===== config.mk =====
export PLATFORM = sky130hd
export DESIGN_NAME = clk_prescaler
export DESIGN_NICKNAME = d
export VERILOG_FILES = /design/src/rtl/clk_prescaler_pkg.sv /design/src/rtl/clk_prescaler_tick.sv /design/src/rtl/clk_prescaler_reload.sv /design/src/rtl/clk_prescaler_core.sv /design/src/rtl/clk_prescaler.sv
export SDC_FILE = /design/constraint.sdc
export NUM_CORES = 1
export LEC_CHECK = 0
export BUFFER_PORTS_ARGS = -buffer_cell sky130_fd_sc_hd__buf_2
export CAP_MARGIN = 40
export CORE_MARGIN = 5
export CORE_UTILIZATION = 51
export DETAILED_ROUTE_END_ITERATION = 16
export PLACE_DENSITY_LB_ADDON = 0.05
export SETUP_SLACK_MARGIN = 0.15
export SYNTH_ARGS = -nofsm -noshare
export SYNTH_HDL_FRONTEND = slang
export SYNTH_HIERARCHICAL = 1
export SYNTH_SLANG_ARGS = --single-unit

===== constraint.sdc =====
create_clock -name clk_i -period 1.7 [get_ports clk_i]
set_input_delay 0.255 -clock clk_i [delete_from_list [all_inputs] [get_ports clk_i]]
set_output_delay 0.255 -clock clk_i [all_outputs]
set_load 0.05 [all_outputs]

===== src/rtl/clk_prescaler_pkg.sv =====
package clk_prescaler_pkg;
  typedef enum logic {
    RATE_SINGLE = 1'b0,
    RATE_DOUBLE = 1'b1
  } rate_e;
endpackage


===== src/rtl/clk_prescaler_tick.sv =====
module clk_prescaler_tick
  import clk_prescaler_pkg::*;
(
  input  logic clk_i,
  input  logic rst_ni,
  input  logic dbl_i,
  input  logic restart_i,
  output logic tick_o
);
  rate_e rate;
  logic  ph_q;

  assign rate = dbl_i ? RATE_DOUBLE : RATE_SINGLE;

  always_ff @(posedge clk_i or negedge rst_ni) begin
    if (!rst_ni)        ph_q <= 1'b0;
    else if (restart_i) ph_q <= 1'b0;
    else                ph_q <= ~ph_q;
  end

  assign tick_o = (rate == RATE_DOUBLE) || ph_q;

  // single rate never ticks two cycles running
  assert_tick_spacing_R1: assert property (@(posedge clk_i) disable iff (!rst_ni)
    (tick_o && !dbl_i) |=> (!tick_o || dbl_i));
endmodule


===== src/rtl/clk_prescaler_reload.sv =====
module clk_prescaler_reload #(
  parameter int unsigned CNT_W = 8
) (
  input  logic             clk_i,
  input  logic             rst_ni,
  input  logic             wr_i,
  input  logic [CNT_W-1:0] data_i,
  output logic [CNT_W-1:0] value_o,
  output logic             bypass_o
);
  logic [CNT_W-1:0] value_q;

  always_ff @(posedge clk_i or negedge rst_ni) begin
    if (!rst_ni)   value_q <= '1;
    else if (wr_i) value_q <= data_i;
  end

  assign value_o  = value_q;
  assign bypass_o = &value_q;

  assert_hold_no_write_R10: assert property (@(posedge clk_i) disable iff (!rst_ni)
    !wr_i |=> $stable(value_o));
endmodule


===== src/rtl/clk_prescaler_core.sv =====
module clk_prescaler_core #(
  parameter int unsigned CNT_W = 8
) (
  input  logic             clk_i,
  input  logic             rst_ni,
  input  logic             tick_i,
  input  logic [CNT_W-1:0] reload_i,
  input  logic             reload_byp_i,
  output logic             en_o,
  output logic             restart_o
);
  localparam logic [CNT_W-1:0] ALL1 = '1;
  localparam logic [CNT_W-1:0] ONE  = {{(CNT_W-1){1'b0}}, 1'b1};

  logic [CNT_W-1:0] cnt_q;
  logic             byp_q;
  logic             half_q;
  logic             wrap;

  assign wrap      = !byp_q && tick_i && (cnt_q == ALL1);
  assign restart_o = byp_q && !reload_byp_i;

  always_ff @(posedge clk_i or negedge rst_ni) begin
    if (!rst_ni) begin
      cnt_q  <= ALL1;
      byp_q  <= 1'b1;
      half_q <= 1'b0;
    end else if (byp_q) begin
      // leave bypass at once, full period from the new value
      if (!reload_byp_i) begin
        byp_q  <= 1'b0;
        cnt_q  <= reload_i + ONE;
        half_q <= 1'b0;
      end
    end else if (wrap) begin
      if (reload_byp_i) begin
        byp_q  <= 1'b1;
        half_q <= 1'b0;
      end else begin
        // skip the reload value itself: 255-R ticks per half period
        cnt_q  <= reload_i + ONE;
        half_q <= ~half_q;
      end
    end else if (tick_i) begin
      cnt_q <= cnt_q + ONE;
    end
  end

  assign en_o = byp_q ? tick_i : (wrap && half_q);

  assert_count_up_R1: assert property (@(posedge clk_i) disable iff (!rst_ni)
    (!byp_q && tick_i && cnt_q != ALL1) |=> (cnt_q == $past(cnt_q) + ONE));

  assert_reload_on_wrap_R5: assert property (@(posedge clk_i) disable iff (!rst_ni)
    (wrap && !reload_byp_i) |=> (cnt_q == $past(reload_i) + ONE) && (half_q != $past(half_q)));

  assert_enter_bypass_R6: assert property (@(posedge clk_i) disable iff (!rst_ni)
    (wrap && reload_byp_i) |=> byp_q);

  assert_no_runt_R7: assert property (@(posedge clk_i) disable iff (!rst_ni)
    $fell(byp_q) |-> (!en_o && !half_q));
endmodule


===== src/rtl/clk_prescaler.sv =====
module clk_prescaler #(
  parameter int unsigned CNT_W = 8
) (
  input  logic             clk_i,
  input  logic             rst_ni,
  input  logic             dbl_rate_i,
  input  logic             reload_wr_i,
  input  logic [CNT_W-1:0] reload_data_i,
  output logic             sys_en_o
);
  logic [CNT_W-1:0] reload_val;
  logic             reload_byp;
  logic             tick;
  logic             restart;

  clk_prescaler_reload #(.CNT_W(CNT_W)) u_reload (
    .clk_i    (clk_i),
    .rst_ni   (rst_ni),
    .wr_i     (reload_wr_i),
    .data_i   (reload_data_i),
    .value_o  (reload_val),
    .bypass_o (reload_byp)
  );

  clk_prescaler_tick u_tick (
    .clk_i     (clk_i),
    .rst_ni    (rst_ni),
    .dbl_i     (dbl_rate_i),
    .restart_i (restart),
    .tick_o    (tick)
  );

  clk_prescaler_core #(.CNT_W(CNT_W)) u_core (
    .clk_i        (clk_i),
    .rst_ni       (rst_ni),
    .tick_i       (tick),
    .reload_i     (reload_val),
    .reload_byp_i (reload_byp),
    .en_o         (sys_en_o),
    .restart_o    (restart)
  );

  assert_single_pulse_R4: assert property (@(posedge clk_i) disable iff (!rst_ni)
    (sys_en_o && !dbl_rate_i) |=> (!sys_en_o || dbl_rate_i));
endmodule


Word-level counts from Yosys, hierarchy flattened
Cells that the tools add are included.
{ "totals": {"ff_bits": 19, "input_bits": 12, "out_inout_bits": 1, "wordCells": 36} }
{ "classes": {"n_addsub": 2, "eq_ne": 2, "mux": 14, "bitwise": 2, "reduce_logical": 11} }
{ "ops": {"columns": ["op", "count"], "rows": [
  ["2-to-1 mux 8 bit", 4],
  ["adder 8 x 1 -> 8 bit, second input constant", 2],
  ["2-to-1 mux 1 bit", 10],
  ["== test 8 bit, second input constant", 1],
  ["AND reduction 8 bit", 1],
  ["logical AND 1 bit", 4],
  ["nonzero test 3 bit", 1],
  ["logical NOT 1 bit", 2],
  ["inequality test 2 bit, second input constant", 1],
  ["NOT 1 bit", 2],
  ["AND reduction 2 bit", 1],
  ["nonzero test 2 bit", 1],
  ["logical OR 1 bit", 1]
]} }

Longest topological paths before layout
{ "logic_depth": {"word_depth": 6, "ltp_mapped": 6, "ltp_nobuf": 6} }

Hierarchy
Netlist, hierarchy kept.
{ "modules_own_cells": {"columns": ["mod", "instances", "cells_each", "area_per_inst_um2", "seq_area_each_um2"], "rows": [
  ["clk_prescaler_core", 1, 93, 808.3, 261.5],
  ["clk_prescaler_reload", 1, 20, 357.8, 210.2],
  ["clk_prescaler_tick", 1, 3, 35.0, 25.0]
]} }

Worst setup path before layout
No wires, ideal clock.
{ "synth_path": {"kind": "flip-flop to output port", "start": "register u_core.cnt_q[0]", "end": "output sys_en_o", "arrival_ps": 1493, "t_required_ps": 1445, "path_slack_ps": -48, "path_stages_with_launch": 5, "n_path_buf": 0, "cell_sequence": "dfstp_2 -> ha_1 -> nand4_4 -> o21ai_0 -> and2_1"} }
{ "synth_between": {"elab_chain_cells": 4} }
{ "synth_rtl": {"columns": ["element", "line", "source"], "rows": [
  ["start: declaration", "clk_prescaler_core.sv:15", "logic [CNT_W-1:0] cnt_q;"],
  ["start signal: assignment", "clk_prescaler_core.sv:32", "cnt_q <= reload_i + ONE;"],
  ["start signal: assignment", "clk_prescaler_core.sv:41", "cnt_q <= reload_i + ONE;"],
  ["start signal: assignment", "clk_prescaler_core.sv:45", "cnt_q <= cnt_q + ONE;"],
  ["== test 8 bit", "clk_prescaler_core.sv:20", "assign wrap = !byp_q && tick_i && (cnt_q == ALL1);"],
  ["logical AND 1 bit", "clk_prescaler_core.sv:20", null],
  ["logical AND 1 bit", "clk_prescaler_core.sv:49", "assign en_o = byp_q ? tick_i : (wrap && half_q);"],
  ["2-to-1 mux 1 bit", "clk_prescaler_core.sv:49", null],
  ["end: declaration", "clk_prescaler.sv:9", "output logic sys_en_o"]
]} }
No other way between the ends.

Final worst setup path
Same ends and word-level chain as after synthesis.

==> results.toml <==
[finish]
final_common_cell = "buf_4"
multi_input_area_sq_um = 801
fillCellCount = 174
drive_gt1_frac = 0.586
finalNetCount = 167
ff_latch_area_sq_um = 497
fin_cells = 180
final_cell_mix = "buf_4 (18), dfstp_2 (17), nor2_1 (12)"
area_delta_synth_final_pct = 34.9
insertedDiodeCount = 0

[route]
remaining_drc_errors = 0
vias_per_cell = 5.77
drt_iter0_markers = 35
vias = 1039
firstDrtPassIters = 4
ant_nets = 0
wl_per_cell_um = 15.8
wl_um = 2850

[sta]
setup_slack_ns = -0.115
hold_viol_final = 0
slew_headroom = 0.714
max_freq_mhz = 551
setup_violations = 7
finalCriticalPeriod_ns = 1.82
layout_worst_path_cycle_share = 1.07
finClkSkew_ns = 0.00399
drv_slew = 0
tightest_slew_ns = 0.428
rsz0062_at_grt = "yes"

[global_routing]
grt_max_degree = 20
grt_pass1_wl_um = 4370
grt_pass1_vias = 1039
grt_usage = 0.161
grt-ovfl-total = 0
antenna_found_initial = 0

[placed_design]
place.gp.congestion = 0.829
placed_cells = 157
dp_hpwl_um = 1730
port_buffers = 12

[floorplanning]
rows = 17
start_util = 0.538
die_h_um = 58.5
ios = 13
fp.coreArea_sq_mm = 0.00223
die_x_um = 58.5
die_area_sq_mm = 0.00343

[clocking]
htreeDepth = 1
cts_tree = "built"
cts_sinks = 19
path_clk_slew_ns = 0.11
cts-root-buf = "clkbuf_4"
cts_buffers = 3
clk_latency_ns = 0.29
clockBufferDepth = 2

[yosys]
yosys_register_bits = 19
ys_dominant_reg_cell = "dfstp_2"
syn_avg_cell_area_sq_um = 10.4
syn-num-nets = 130
synth.distinct_cells = 39
seq_area_frac_synth = 0.414
synth_edf_count = 0
synth_cells = 116
async_flop_share = 1.00
syn_area_sq_mm = 0.00120
yosysWarnings = 6

[hold_path]
worstHoldStart = "reload_data_i[5]"
hp-class = "primary input to register"

[power]
power_density_mw_per_mm2 = 904
power_leakage_uw = 0.000673
report.power.total_uw = 1470
irDropWorstVdd_mv = 0.617

[critical_path]
path_max_fanout = 4
rrSetupSlack_ns = -0.08
critPathLaunchType = "register"
crit_arrival_ns = 1.56
criticalPathCategory = "register to output port"
timing.critical_path.from = "u_core/cnt_q[0]"
worstPathRequired_ns = 1.44
reg2reg_from = "u_core/cnt_q[0]"
crit_path_end_kind = "output port"

[run]
maxCapViolCount = 0

[run_status]
run_status = "complete, but fails checks"
failed_checks = "negative setup slack"
==> worst paths after layout <==
kind | to | depth (start not counted)
max | sys_en_o | 5
min | u_reload/value_o[5] | 2
max reg2reg | u_core/half_q | 6
min reg2reg | u_tick/ph_q | 1
max in group asynchronous | u_reload/value_o[1] | 2
min in group asynchronous | u_core/half_q | 2
==> layer usage <==
layer,GRT usage,share of wire,vias up
met3,0.0263,0.035,7
met1,0.202,0.45,498
met5,0,0,-
met2,0.273,0.50,23
li1,-,-,511
met4,0.0662,0.017,0
==> sequential cells by signal, summed over array words and instances (netlist names) <==
register	count
u_core/byp_q	1
u_core/cnt_q	8
u_core/half_q	1
u_reload/value_o	8
u_tick/ph_q	1
==> area by class of cell <==
class,count,share of cell area
multi-input cells,92,0.494
repair buffers,35,0.157
well taps,28,0.0216
inverters,2,0.00463
flip-flops and latches,19,0.307
clock buffers,4,0.0162
==> Yosys cell counts, types with 2 or more instances <==
library cell,n,area (sq um)
dfstp_2,17,447
nor3_1,5,25.0
xnor2_1,4,35.0
inv_1,2,7.51
o221a_2,4,45.0
o21ai_0,6,30.0
mux2i_1,3,30.0
and4_1,2,17.5
nand3_1,5,25.0
and2_1,2,12.5
dfrtp_1,2,50.1
or4_1,2,15.0
nor2_1,14,52.6
nand4_1,4,25.0
nand2_1,9,33.8
ha_1,2,25.0
nand2b_1,2,12.5
mux2_4,8,120
a21oi_1,3,15.0
==> where the power goes <==
part	switching, uW	leakage, uW	internal (uW)	total [uW]
clock	140	0.0000150	91.2	231
sequential	142	0.000201	601	743
combinational	204	0.000457	287	491
total	486	0.000673	980	1470
==> critical path: stages (launching register included) <==
cell	delay, ns
dfstp_2	0.58
ha_4	0.17
nand4_4	0.09
o21ai_2	0.14
and2_4	0.16
buf_8	0.13
==> repair_timing <==
action                                  CTS  global route
buffers inserted                         10             8
endpoints found under the setup margin   10            11
pin swaps                                10             7
gates resized for setup                  14            13
endpoints found under the hold margin     2             0
hold buffers                              1             0
==> through the flow <==
step / setup slack (ns) / utilization / hold slack (ns) / cell area, sq um / TNS [ns]
after floorplan: 0.134 / - / -0.0406 / 1240 / 0
final: -0.115 / 0.725 / 0.183 / 1620 / -0.256
after global placement: 0.0554 / 0.601 / 0.213 / 1340 / 0
after detailed placement: 0.0275 / 0.601 / 0.216 / 1340 / 0
after global routing: -0.174 / 0.725 / 0.176 / 1620 / -0.780
after CTS: -0.0974 / 0.676 / 0.175 / 1510 / -0.148
==> cell families (layout without fill, tap and decap cells) <==
logic type	after synthesis	in the layout	synth area share
simple gates	49	49	0.221
compound gates	25	25	0.160
flops	19	19	0.414
mux	11	11	0.125
xor+xnor	5	5	0.0365
buf+inv	5	41	0.0229
fa+ha+maj	2	2	0.0208
Power figures use the tool's default switching activity.
